### src/rtl/ide_seq_pkg.sv
package ide_seq_pkg;

  localparam int DATA_W = 16;
  localparam int ADDR_W = 3;

  typedef enum logic [1:0] {
    PH_IDLE    = 2'd0,
    PH_SETUP   = 2'd1,
    PH_ACTIVE  = 2'd2,
    PH_RECOVER = 2'd3
  } phase_t;

  typedef struct packed {
    logic              dma;
    logic              write;
    logic              sel;
    logic [ADDR_W-1:0] addr;
    logic [DATA_W-1:0] wdata;
  } xfer_t;

endpackage

### src/rtl/ide_sync2.sv
module ide_sync2 #(
  parameter int WIDTH = 2
) (
  input  logic             clk,
  input  logic             rst_n,
  input  logic [WIDTH-1:0] async_i,
  output logic [WIDTH-1:0] sync_o
);

  logic [WIDTH-1:0] meta_q;
  logic [WIDTH-1:0] hold_q;

  for (genvar b = 0; b < WIDTH; b++) begin : g_bit
    always_ff @(posedge clk or negedge rst_n) begin
      if (!rst_n) begin
        meta_q[b] <= 1'b0;
        hold_q[b] <= 1'b0;
      end else begin
        meta_q[b] <= async_i[b];
        hold_q[b] <= meta_q[b];
      end
    end
  end

  assign sync_o = hold_q;

endmodule

### src/rtl/ide_phase_timer.sv
module ide_phase_timer #(
  parameter int CNT_W = 6
) (
  input  logic             clk,
  input  logic             rst_n,
  input  logic             load,
  input  logic [CNT_W-1:0] load_val,
  input  logic             run,
  output logic             done
);

  logic [CNT_W-1:0] cnt_q;
  logic [CNT_W-1:0] cnt_d;

  always_comb begin
    cnt_d = cnt_q;
    if (load) begin
      cnt_d = (load_val == '0) ? '0 : load_val - 1'b1;
    end else if (run && (cnt_q != '0)) begin
      cnt_d = cnt_q - 1'b1;
    end
  end

  always_ff @(posedge clk or negedge rst_n) begin
    if (!rst_n) cnt_q <= '0;
    else        cnt_q <= cnt_d;
  end

  assign done = (cnt_q == '0);

endmodule

### src/rtl/ide_strobe_seq.sv
module ide_strobe_seq
  import ide_seq_pkg::*;
#(
  parameter int CNT_W = 6
) (
  input  logic              clk,
  input  logic              rst_n,
  input  logic              req_valid,
  input  logic              req_dma,
  input  logic              req_write,
  input  logic              req_sel,
  input  logic [ADDR_W-1:0] req_addr,
  input  logic [DATA_W-1:0] req_wdata,
  output logic              busy,
  output logic              rsp_valid,
  output logic [DATA_W-1:0] rsp_rdata,
  input  logic [CNT_W-1:0]  cfg_setup,
  input  logic [CNT_W-1:0]  cfg_active,
  input  logic [CNT_W-1:0]  cfg_recover,
  output logic              dev_cs0_n,
  output logic              dev_cs1_n,
  output logic [ADDR_W-1:0] dev_addr,
  output logic              dev_dack_n,
  output logic              dev_dior_n,
  output logic              dev_diow_n,
  output logic [DATA_W-1:0] dev_dout,
  output logic              dev_dout_oe,
  input  logic [DATA_W-1:0] dev_din,
  input  logic              dev_iordy,
  input  logic              dev_dmarq
);

  localparam int SYNC_W = 2;

  phase_t            ph_q, ph_d;
  xfer_t             xf_q;
  logic [DATA_W-1:0] rd_q;
  logic              rsp_q;
  logic [SYNC_W-1:0] sync_w;
  logic              rdy_s, drq_s;
  logic              accept, capture;
  logic              tmr_load, tmr_done;
  logic [CNT_W-1:0]  tmr_val;
  logic              act, pio;

  ide_sync2 #(.WIDTH(SYNC_W)) u_sync (
    .clk     (clk),
    .rst_n   (rst_n),
    .async_i ({dev_dmarq, dev_iordy}),
    .sync_o  (sync_w)
  );
  assign rdy_s = sync_w[0];
  assign drq_s = sync_w[1];

  ide_phase_timer #(.CNT_W(CNT_W)) u_timer (
    .clk      (clk),
    .rst_n    (rst_n),
    .load     (tmr_load),
    .load_val (tmr_val),
    .run      (act),
    .done     (tmr_done)
  );

  // next-state logic
  always_comb begin
    ph_d     = ph_q;
    accept   = 1'b0;
    capture  = 1'b0;
    tmr_load = 1'b0;
    tmr_val  = cfg_setup;
    unique case (ph_q)
      PH_IDLE: begin
        if (req_valid && (!req_dma || drq_s)) begin
          ph_d     = PH_SETUP;
          accept   = 1'b1;
          tmr_load = 1'b1;
          tmr_val  = cfg_setup;
        end
      end
      PH_SETUP: begin
        if (tmr_done) begin
          ph_d     = PH_ACTIVE;
          tmr_load = 1'b1;
          tmr_val  = cfg_active;
        end
      end
      PH_ACTIVE: begin
        if (tmr_done && rdy_s) begin
          ph_d     = PH_RECOVER;
          capture  = 1'b1;
          tmr_load = 1'b1;
          tmr_val  = cfg_recover;
        end
      end
      PH_RECOVER: begin
        if (tmr_done) ph_d = PH_IDLE;
      end
      default: ph_d = PH_IDLE;
    endcase
  end

  // registers with explicit enables
  always_ff @(posedge clk or negedge rst_n) begin
    if (!rst_n) begin
      ph_q  <= PH_IDLE;
      xf_q  <= '0;
      rd_q  <= '0;
      rsp_q <= 1'b0;
    end else begin
      ph_q  <= ph_d;
      rsp_q <= capture;
      if (accept)  xf_q <= '{dma: req_dma, write: req_write, sel: req_sel,
                             addr: req_addr, wdata: req_wdata};
      if (capture) rd_q <= dev_din;
    end
  end

  // output decode from registered state
  assign act         = (ph_q != PH_IDLE);
  assign pio         = act && !xf_q.dma;
  assign busy        = act;
  assign rsp_valid   = rsp_q;
  assign rsp_rdata   = rd_q;
  assign dev_cs0_n   = !(pio && !xf_q.sel);
  assign dev_cs1_n   = !(pio &&  xf_q.sel);
  assign dev_addr    = pio ? xf_q.addr : '0;
  assign dev_dack_n  = !(act && xf_q.dma);
  assign dev_dior_n  = !((ph_q == PH_ACTIVE) && !xf_q.write);
  assign dev_diow_n  = !((ph_q == PH_ACTIVE) &&  xf_q.write);
  assign dev_dout    = xf_q.wdata;
  assign dev_dout_oe = act && xf_q.write;

  AST_ONE_STROBE: assert property (@(posedge clk) disable iff (!rst_n)
    !(!dev_dior_n && !dev_diow_n));
  AST_MIN_ACTIVE: assert property (@(posedge clk) disable iff (!rst_n)
    ($rose(dev_dior_n) || $rose(dev_diow_n)) |-> $past(tmr_done));
  AST_READY_GATE: assert property (@(posedge clk) disable iff (!rst_n)
    ($rose(dev_dior_n) || $rose(dev_diow_n)) |-> $past(rdy_s));
  AST_WDATA_HOLD: assert property (@(posedge clk) disable iff (!rst_n)
    $rose(dev_diow_n) |-> (dev_dout_oe && $stable(dev_dout)));
  AST_SEL_EXCL: assert property (@(posedge clk) disable iff (!rst_n)
    (!dev_dior_n || !dev_diow_n) |-> ((!dev_dack_n) ^ (!dev_cs0_n || !dev_cs1_n)));
  AST_DACK_DRQ: assert property (@(posedge clk) disable iff (!rst_n)
    $fell(dev_dack_n) |-> $past(drq_s));
  AST_RSP_PULSE: assert property (@(posedge clk) disable iff (!rst_n)
    rsp_valid |=> !rsp_valid);

endmodule

### config.mk
export PLATFORM = sky130hd
export DESIGN_NAME = ide_strobe_seq
export DESIGN_NICKNAME = d
export VERILOG_FILES = /design/src/rtl/ide_seq_pkg.sv /design/src/rtl/ide_sync2.sv /design/src/rtl/ide_phase_timer.sv /design/src/rtl/ide_strobe_seq.sv
export SDC_FILE = /design/constraint.sdc
export NUM_CORES = 1
export LEC_CHECK = 0
export BUFFER_PORTS_ARGS = -buffer_cell sky130_fd_sc_hd__buf_2
export CAP_MARGIN = 30
export CORE_MARGIN = 10
export CORE_UTILIZATION = 30
export DETAILED_ROUTE_END_ITERATION = 8
export PLACE_DENSITY = 0.65
export SYNTH_ARGS = -nofsm -noshare
export SYNTH_HDL_FRONTEND = slang
export SYNTH_SLANG_ARGS = --single-unit
### constraint.sdc
create_clock -name clk -period 3.6 [get_ports clk]
set_input_delay 0 -clock clk [delete_from_list [all_inputs] [get_ports clk]]
set_output_delay 0 -clock clk [all_outputs]
set_load 0.05 [all_outputs]
* After elaboration in Yosys (flattened, before gate mapping)
Index checks and enable logic that the tools add are counted. W data, S select, Z words.
Word-level totals: register bits after elaboration 51, bits of input ports 61
Operators by class: $add $sub $neg 2, equal/unequal tests 7, multiplexer cells 18, reduce and logical (&&, ||, !) cells 27
Operators by type and width (count):
- $mux W6 | 5
- $logic_not A6 Y1 | 2
- $pmux W6 S2 | 1
- $sub A6 B1 Y6 const B | 2
- $logic_and A1 B1 Y1 | 10
- $logic_not A1 Y1 | 9
- $mux W2 | 4
- $ne A2 B2 Y1 const B | 4
- $pmux W2 S4 | 1
- $reduce_bool A6 Y1 | 1
- $mux W1 | 5
- $eq A2 B2 Y1 const B | 2
- $reduce_and A4 Y1 | 1
- $reduce_bool A2 Y1 | 2
- $mux W3 | 1
- $pmux W1 S3 | 1
- $eq A2 B1 Y1 const B | 1
- $logic_not A2 Y1 | 1
- $logic_or A1 B1 Y1 | 1

* Depth between registers and ports, before layout
Gate-level depths: netlist of the first run.
word-level depth 7, mapped depth 12, depth with buffers taken out 11

* Modules after synthesis
Synthesis of the first run repeated with hierarchy kept, for this count alone.
Unflattened totals: cell total of the unflattened synthesis 209, area total of the unflattened synthesis 2628.8 um2
Modules (own cells, without submodules):
- ide_strobe_seq | times used 1, cells an instance 150, area an instance 2050.7 um2, sequential area each 1026.0 um2
- ide_phase_timer | times used 1, cells an instance 55, area an instance 478.0 um2, sequential area each 150.1 um2
- ide_sync2 | times used 1, cells an instance 4, area an instance 100.1 um2, sequential area each 100.1 um2

* Worst setup path after synthesis of the first run
Ideal clock, no wire load.
path kind register to register, start register u_timer.cnt_q[0], end register u_timer.cnt_q[4], setup time 0.087 ns, arrival time 2.456 ns, slack 1.057 ns, stages on the path, launching flop included 12, buffers on the path 0, clock period less this slack 2.543 ns, cells stage by stage dfrtp_1 > inv_1 > ha_1 > nor3b_4 > a31oi_2 > a21o_1 > a22oi_1 > ha_1 > a21boi_0 > o2111ai_1 > o2111a_1 > a22oi_1
Between the ends: cells in the longest elaborated chain, start to end 7, elaborated cells between the ends (all ways) 17, classes of those cells add/sub: 2; mux: 9; reduce/logical: 6
Ends and longest elaborated chain:
- from (decl) | RTL line ide_phase_timer.sv:12 | logic [CNT_W-1:0] cnt_q;
- from (signal assigned) | RTL line ide_phase_timer.sv:26 | else cnt_q <= cnt_d;
- $logic_not A6 Y1 | RTL line ide_phase_timer.sv:29 | assign done = (cnt_q == '0);
- $logic_and A1 B1 Y1 | RTL line ide_strobe_seq.sv:88 | if (tmr_done && rdy_s) begin
- $mux W6 | RTL line ide_strobe_seq.sv:88
- $pmux W6 S2 | RTL line ide_strobe_seq.sv:71 | unique case (ph_q)
- $sub A6 B1 Y6 / $logic_not A6 Y1 (equally long branches) | RTL line ide_phase_timer.sv:18 | cnt_d = (load_val == '0) ? '0 : load_val - 1'b1;
- $mux W6 | RTL line ide_phase_timer.sv:18
- $mux W6 | RTL line ide_phase_timer.sv:17 | if (load) begin
Several ways; a longest one is shown, not always the timed one. The select of a mux whose other input is x is not followed. A chain may end at the register's enable or synchronous reset.

* Worst setup path after layout of the first run
Ends and elaborated chain as after synthesis.

==> results of run 1 <==
[layout make-up]
type	instances	share of cell area
sequential	51	0.343
multi-input combinational	187	0.333
timing repair buffer	146	0.253
tap	108	0.0363
clock buffer	7	0.0232
inverter	10	0.0101
clock inverter	1	0.00235
[routing by layer]
metal  global-route usage  wire (um)  vias up
li1                     -          -     1180
met1                0.132       3280     1144
met2                0.198       3720      105
met3               0.0474        794        4
met4               0.0281         37        0
met5                    0          0        -
[power groups by stage]
stage	clock [W]	combinational [W]	sequential, W
finish	0.000353	0.00211	0.000968
global route	0.000396	0.00227	0.00100
CTS	0.000371	0.00211	0.000969
detailed placement	0	0.00207	0.000978
global placement	0	0.00205	0.000962
floorplan	0	0.00153	0.00118
[cell usage after synthesis, types with 2 or more instances]
cell type	n
buf_2	7
nor3_1	3
mux2_2	23
dfrtp_1	51
a32o_1	5
nand3_1	4
a21oi_1	5
o21ai_0	10
o211a_1	2
a32oi_1	2
nand2_1	64
xnor2_1	4
a22o_1	2
clkbuf_1	2
a21oi_2	2
inv_1	9
nand2b_1	2
ha_1	9
o2111ai_1	2
o211ai_1	4
and2_1	6
buf_4	16
a22oi_1	3
nor3b_1	2
nor2_1	13
[sequential cells by signal (all words and copies together), names as in the netlist]
| name | flops |
|---|---|
| rsp_rdata | 16 |
| rsp_valid | 1 |
| dev_dout | 16 |
| ph_q | 2 |
| u_sync.sync_o | 2 |
| u_timer.cnt_q | 6 |
| u_sync.meta_q | 2 |
| xf_q | 6 |
[logic make-up (layout without fill, tap and decap cells)]
family / after synthesis / in the layout / share of synthesized area
AND/OR/NAND/NOR: 101 / 101 / 0.165
flip-flops: 51 / 51 / 0.470
AO/OA/AOI/OAI: 48 / 48 / 0.135
buffers and inverters: 35 / 164 / 0.0737
multiplexers: 24 / 24 / 0.0991
adder cells (fa/ha/maj): 9 / 9 / 0.0415
XOR/XNOR: 5 / 5 / 0.0161
[metrics by stage]
stage          utilization  area [sq um]  hold WS [ps]
6_report             0.425          3720           164
5_1_grt              0.425          3720           185
4_1_cts              0.425          3720           158
3_5_place_dp         0.367          3220           113
3_3_place_gp         0.367          3220           111
2_1_floorplan            -          2720          -296
[worst max-delay path, cell delays in order, from the launching register on]
cell and delay, ps:
dfrtp_1 410, inv_1 100, ha_1 170, nor3b_4 390
a31oi_2 190, a21o_1 270, a22oi_1 290, ha_1 260
a21boi_0 290, o2111ai_1 160, o2111a_1 170, a22oi_1 160
[worst paths after layout]
path                                          to             start  depth (start not counted)  slack, ps
worst max-delay path            u_timer.cnt_q[4]  u_timer.cnt_q[0]                         11        650
worst min-delay path            u_timer.cnt_q[0]      cfg_setup[0]                          4        160
worst max register to register  u_timer.cnt_q[4]  u_timer.cnt_q[0]                         11        650
worst min register to register  u_sync.sync_o[0]  u_sync.meta_q[0]                          0        370
max in group asynchronous       u_timer.cnt_q[2]             rst_n                          3       2820
min in group asynchronous          rsp_rdata[14]             rst_n                          3        350
==> impl_results.md, run 1 <==
* Mapped Area at 2720 sq um
* Syn Nets at 343
* RSZ-0062 raised after global routing: no
* Clk slew on worst S/H paths at 100 ps
* Leakage at 1.74 nW
* Die Span Y at 115 um
* CP Capture Type: flip-flop
* Io pins at 104
* Largest net degree at the start of global routing at 52
* Switching Fraction at 0.523
* Setup Fix Bufs, Post-CTS at 0
* Detailed Route WL at 7830 um
* Post-DP HPWL at 5600 um
* Fin crit period at 2950 ps
* Fill count at 835
* GR Overflow Total at 0
* Core Box Area at 8760 sq um
* Async set-reset flop share out of synthesis at 1.00
* Initial DRC count at 97
* Worst Max-Slew Pin Slew at 653 ps
* Final worst slack at 652 ps
* DIE AREA at 13300 sq um
* Commonest non-fill, non-tap cell in the layout: buf_2
* Pwr Density at 921 nW/um^2
* First-pass GRT wire length at 12800 um
* P&R area growth vs syn at 37.1%
* Top_reg_cell synth: dfrtp_1
* Register area at 1280 sq um
* Normalized max-slew margin at 0.565
* Logic pwr share at 0.615
* Drt pass-1 iters at 4
* Psw at 0.00179 W
* Startpoint types: flip-flop
* Power Total at 0.00343 W
* Dpl ws at 722 ps
* DR DRC count at 0
* TNS Setup at 0 ps
* Largest area contributor in the netlist: dfrtp_1
* DP Cell Count at 461
* Post-synth EDFFs at 0
* Mapped Cells at 273
* DR WL/cell at 15.3 um
* WS Path Type: reg2reg
* Vias at 2433
* Syn avg cell area at 9.95 sq um
* Max Cap Viol at 0
* Die width at 115 um
* Gr usage total at 0.116
* CTS Buffer Depth at 2
* Sink Count at 51
* Clock Skew at 9.47 ps
* Inserted Diodes at 0
* Post-Layout Cell Count at 510
* Initial Utilization at 0.310
* Rows at 34
* FF+latch count, synth at 51
* Fraction of layout cells with a size suffix above 1 at 0.351
* Hold_buf cts at 41
* Port Buffers at 103
* Vias in the first global route at 2630
* Commonest cells after routing, fill and taps aside: buf_2 (103), nand2_1 (64), dfrtp_1 (51)
* Clock Tree Root: clkbuf_8
* Critical Path AT at 3160 ps
* CTS tree: yes
* Post-synthesis sequential area ratio at 0.470
* Status: finished clean
* Via density at 4.77
* Clock power share at 0.103
* Peak supply drop at 0.599 mV
* Pins Over Slew Limit at 0
* Hold Path Class: in2reg
* Worst EP required at 3810 ps
* Final setup viols at 0
* TritonCTS Buffers at 5
* Multi-input gate area at 1240 sq um
* Synth area leaders: dfrtp_1 (47%), mux2_2 (9.5%), nand2_1 (8.8%)
* Share of the synthesized area in the top cell type at 0.470
* Htree depth at 2
* Unique masters post-synth at 46
* Final hold violations at 0
* Sequential cell fraction of total power at 0.282
* Post-route clock period utilization at 0.819
* FMAX at 0.339 GHz
* Clk Latency, worst-skew pair at 300 ps
* Warnings, synthesis at 0
* DRT antenna net count at 0
* Nets@finish at 471
* CP max FO at 10
* Int Power at 0.00164 W
* PostCTS Resize Cnt at 0
* RePlAce Congestion at 0.849
* Antenna violations before repair at 0
Note: power is estimated with default switching activity, not from simulation.
==> run 2, diff against run 1 <==
clock period = 3.06 ns   (was 3.6 ns; I/O delays follow)
==> impl_results.md, run 2 (same netlist as run 1, synthesis figures left out) <==
* Status: finished clean (unchanged)
* DRT antenna net count at 0 (unchanged)
* Critical Path AT at 2970 ps (was 3160 ps)
* Via density at 4.80 (was 4.77)
* Post-route clock period utilization at 0.916 (was 0.819)
* Die Span Y at 115 um (unchanged)
* Final hold violations at 0 (unchanged)
* First-pass GRT wire length at 13100 um (was 12800 um)
* Final worst slack at 258 ps (was 652 ps)
* Gr usage total at 0.119 (was 0.116)
* Fin crit period at 2800 ps (was 2950 ps)
* Port Buffers at 103 (unchanged)
* Max Cap Viol at 0 (unchanged)
* Fill count at 829 (was 835)
* Pwr Density at 1100 nW/um^2 (was 921 nW/um^2)
* Startpoint types: flip-flop (unchanged)
* Rows at 34 (unchanged)
* FMAX at 0.357 GHz (was 0.339 GHz)
* RSZ-0062 raised after global routing: no (unchanged)
* Sink Count at 51 (unchanged)
* Final Util at 0.429 (was 0.425)
* Post-DP HPWL at 5670 um (was 5600 um)
* Largest net degree at the start of global routing at 34 (was 52)
* Register area at 1280 sq um (unchanged)
* CP max FO at 10 (unchanged)
* Normalized max-slew margin at 0.497 (was 0.565)
* Commonest non-fill, non-tap cell in the layout: buf_2 (unchanged)
* Clk slew on worst S/H paths at 80 ps (was 100 ps)
* Clock Tree Root: clkbuf_8 (unchanged)
* Nets@finish at 474 (was 471)
* Inserted Diodes at 0 (unchanged)
* Detailed Route WL at 8010 um (was 7830 um)
* DIE AREA at 13300 sq um (unchanged)
* WS Path Type: reg2reg (unchanged)
* Worst EP required at 3220 ps (was 3810 ps)
* Drt pass-1 iters at 4 (unchanged)
* DR WL/cell at 15.6 um (was 15.3 um)
* Htree depth at 2 (unchanged)
* Multi-input gate area at 1240 sq um (about the same)
* CP Capture Type: flip-flop (unchanged)
* Initial DRC count at 95 (was 97)
* Peak supply drop at 0.477 mV (was 0.599 mV)
* CTS Buffer Depth at 2 (unchanged)
* Worst Max-Slew Pin Slew at 755 ps (was 653 ps)
* Final setup viols at 0 (unchanged)
* RePlAce Congestion at 0.862 (was 0.849)
* Die width at 115 um (unchanged)
* P&R area growth vs syn at 38.4% (was 37.1%)
* Commonest cells after routing, fill and taps aside: buf_2 (103), nand2_1 (64), dfrtp_1 (51) (unchanged)
* Leakage at 1.76 nW (was 1.74 nW)
* TNS Setup at 0 ps (unchanged)
* Clk Latency, worst-skew pair at 290 ps (was 300 ps)
* Dpl ws at 221 ps (was 722 ps)
* CTS tree: yes (unchanged)
* Core Box Area at 8760 sq um (unchanged)
* DR DRC count at 0 (unchanged)
* Initial Utilization at 0.310 (unchanged)
* Dpl cell area at 3230 sq um (was 3220 sq um)
* TritonCTS Buffers at 5 (unchanged)
* GR Overflow Total at 0 (unchanged)
* Antenna violations before repair at 0 (unchanged)
* Post-Layout Inst Area at 3760 sq um (was 3720 sq um)
* Io pins at 104 (unchanged)
* Vias at 2457 (was 2433)
* Hold Path Class: in2reg (unchanged)
* Clock Skew at 7.91 ps (was 9.47 ps)
* Vias in the first global route at 2671 (was 2630)
* Fraction of layout cells with a size suffix above 1 at 0.356 (was 0.351)
* Pins Over Slew Limit at 0 (unchanged)
run 2: changes by cell type in the layout (fill, tap and decap cells not counted), sizes merged:
| cell | delta |
|---|---|
| buf | +3 |
| bufinv | +1 |
| clkbuf | -1 |
| clkinv | -1 |
run 2: worst paths after layout:
check	startpoint	endpoint	slack, ps	cells past startpoint
setup / recovery	ph_q[1]	u_timer.cnt_q[4]	260	10
hold / removal	cfg_setup[0]	u_timer.cnt_q[0]	120	4
setup reg to reg	ph_q[1]	u_timer.cnt_q[4]	260	10
min in group asynchronous	rst_n	rsp_rdata[14]	300	2
max in group asynchronous	rst_n	u_sync.meta_q[1]	1990	3
hold reg to reg	u_sync.meta_q[1]	u_sync.sync_o[1]	350	0
run 2: per-layer routing:
layer,routed length [um],share of wire,GRT usage,vias up
met5,0,0,0,-
met4,56,0.0070,0.0272,0
met3,855,0.11,0.0505,7
met2,3790,0.47,0.202,110
met1,3310,0.41,0.137,1152
li1,-,-,-,1188
run 2: through the flow:
step,power (W),instances,hold slack (ps)
6_report,0.00412,512,124
5_1_grt,0.00441,512,145
4_1_cts,0.00413,511,151
3_5_place_dp,0.00362,463,104
3_3_place_gp,0.00356,463,100
2_1_floorplan,0.00319,273,-296
run 2: area by class of cell:
class                   instances  area share
flip-flops and latches         51       0.340
inverters                      10     0.00999
multi-input cells             187       0.331
clock buffers                   6      0.0193
well taps                     108      0.0360
clock inverters                 1     0.00799
repair buffers                149       0.256
run 2: power breakdown:
group	internal [W]	switching [W]
Sequential	0.000960	0.000181
Clock	0.000240	0.000215
Combinational	0.000799	0.00173
run 2: repair_timing:
action,CTS,global route
resized for setup,0,1
buffers inserted,0,1
endpoints found under the setup margin,0,1
hold buffers,41,0
hold endpoints to repair,72,0
run 2: worst max-delay path: stages, from the launching register on:
cell and delay [ps]:
dfrtp_1 430, inv_1 100, ha_1 340, nor3b_1 420, and2_1 430, a22oi_1 170, ha_1 270, a21boi_0 150
o2111ai_1 110, o2111a_1 210, a22oi_1 60
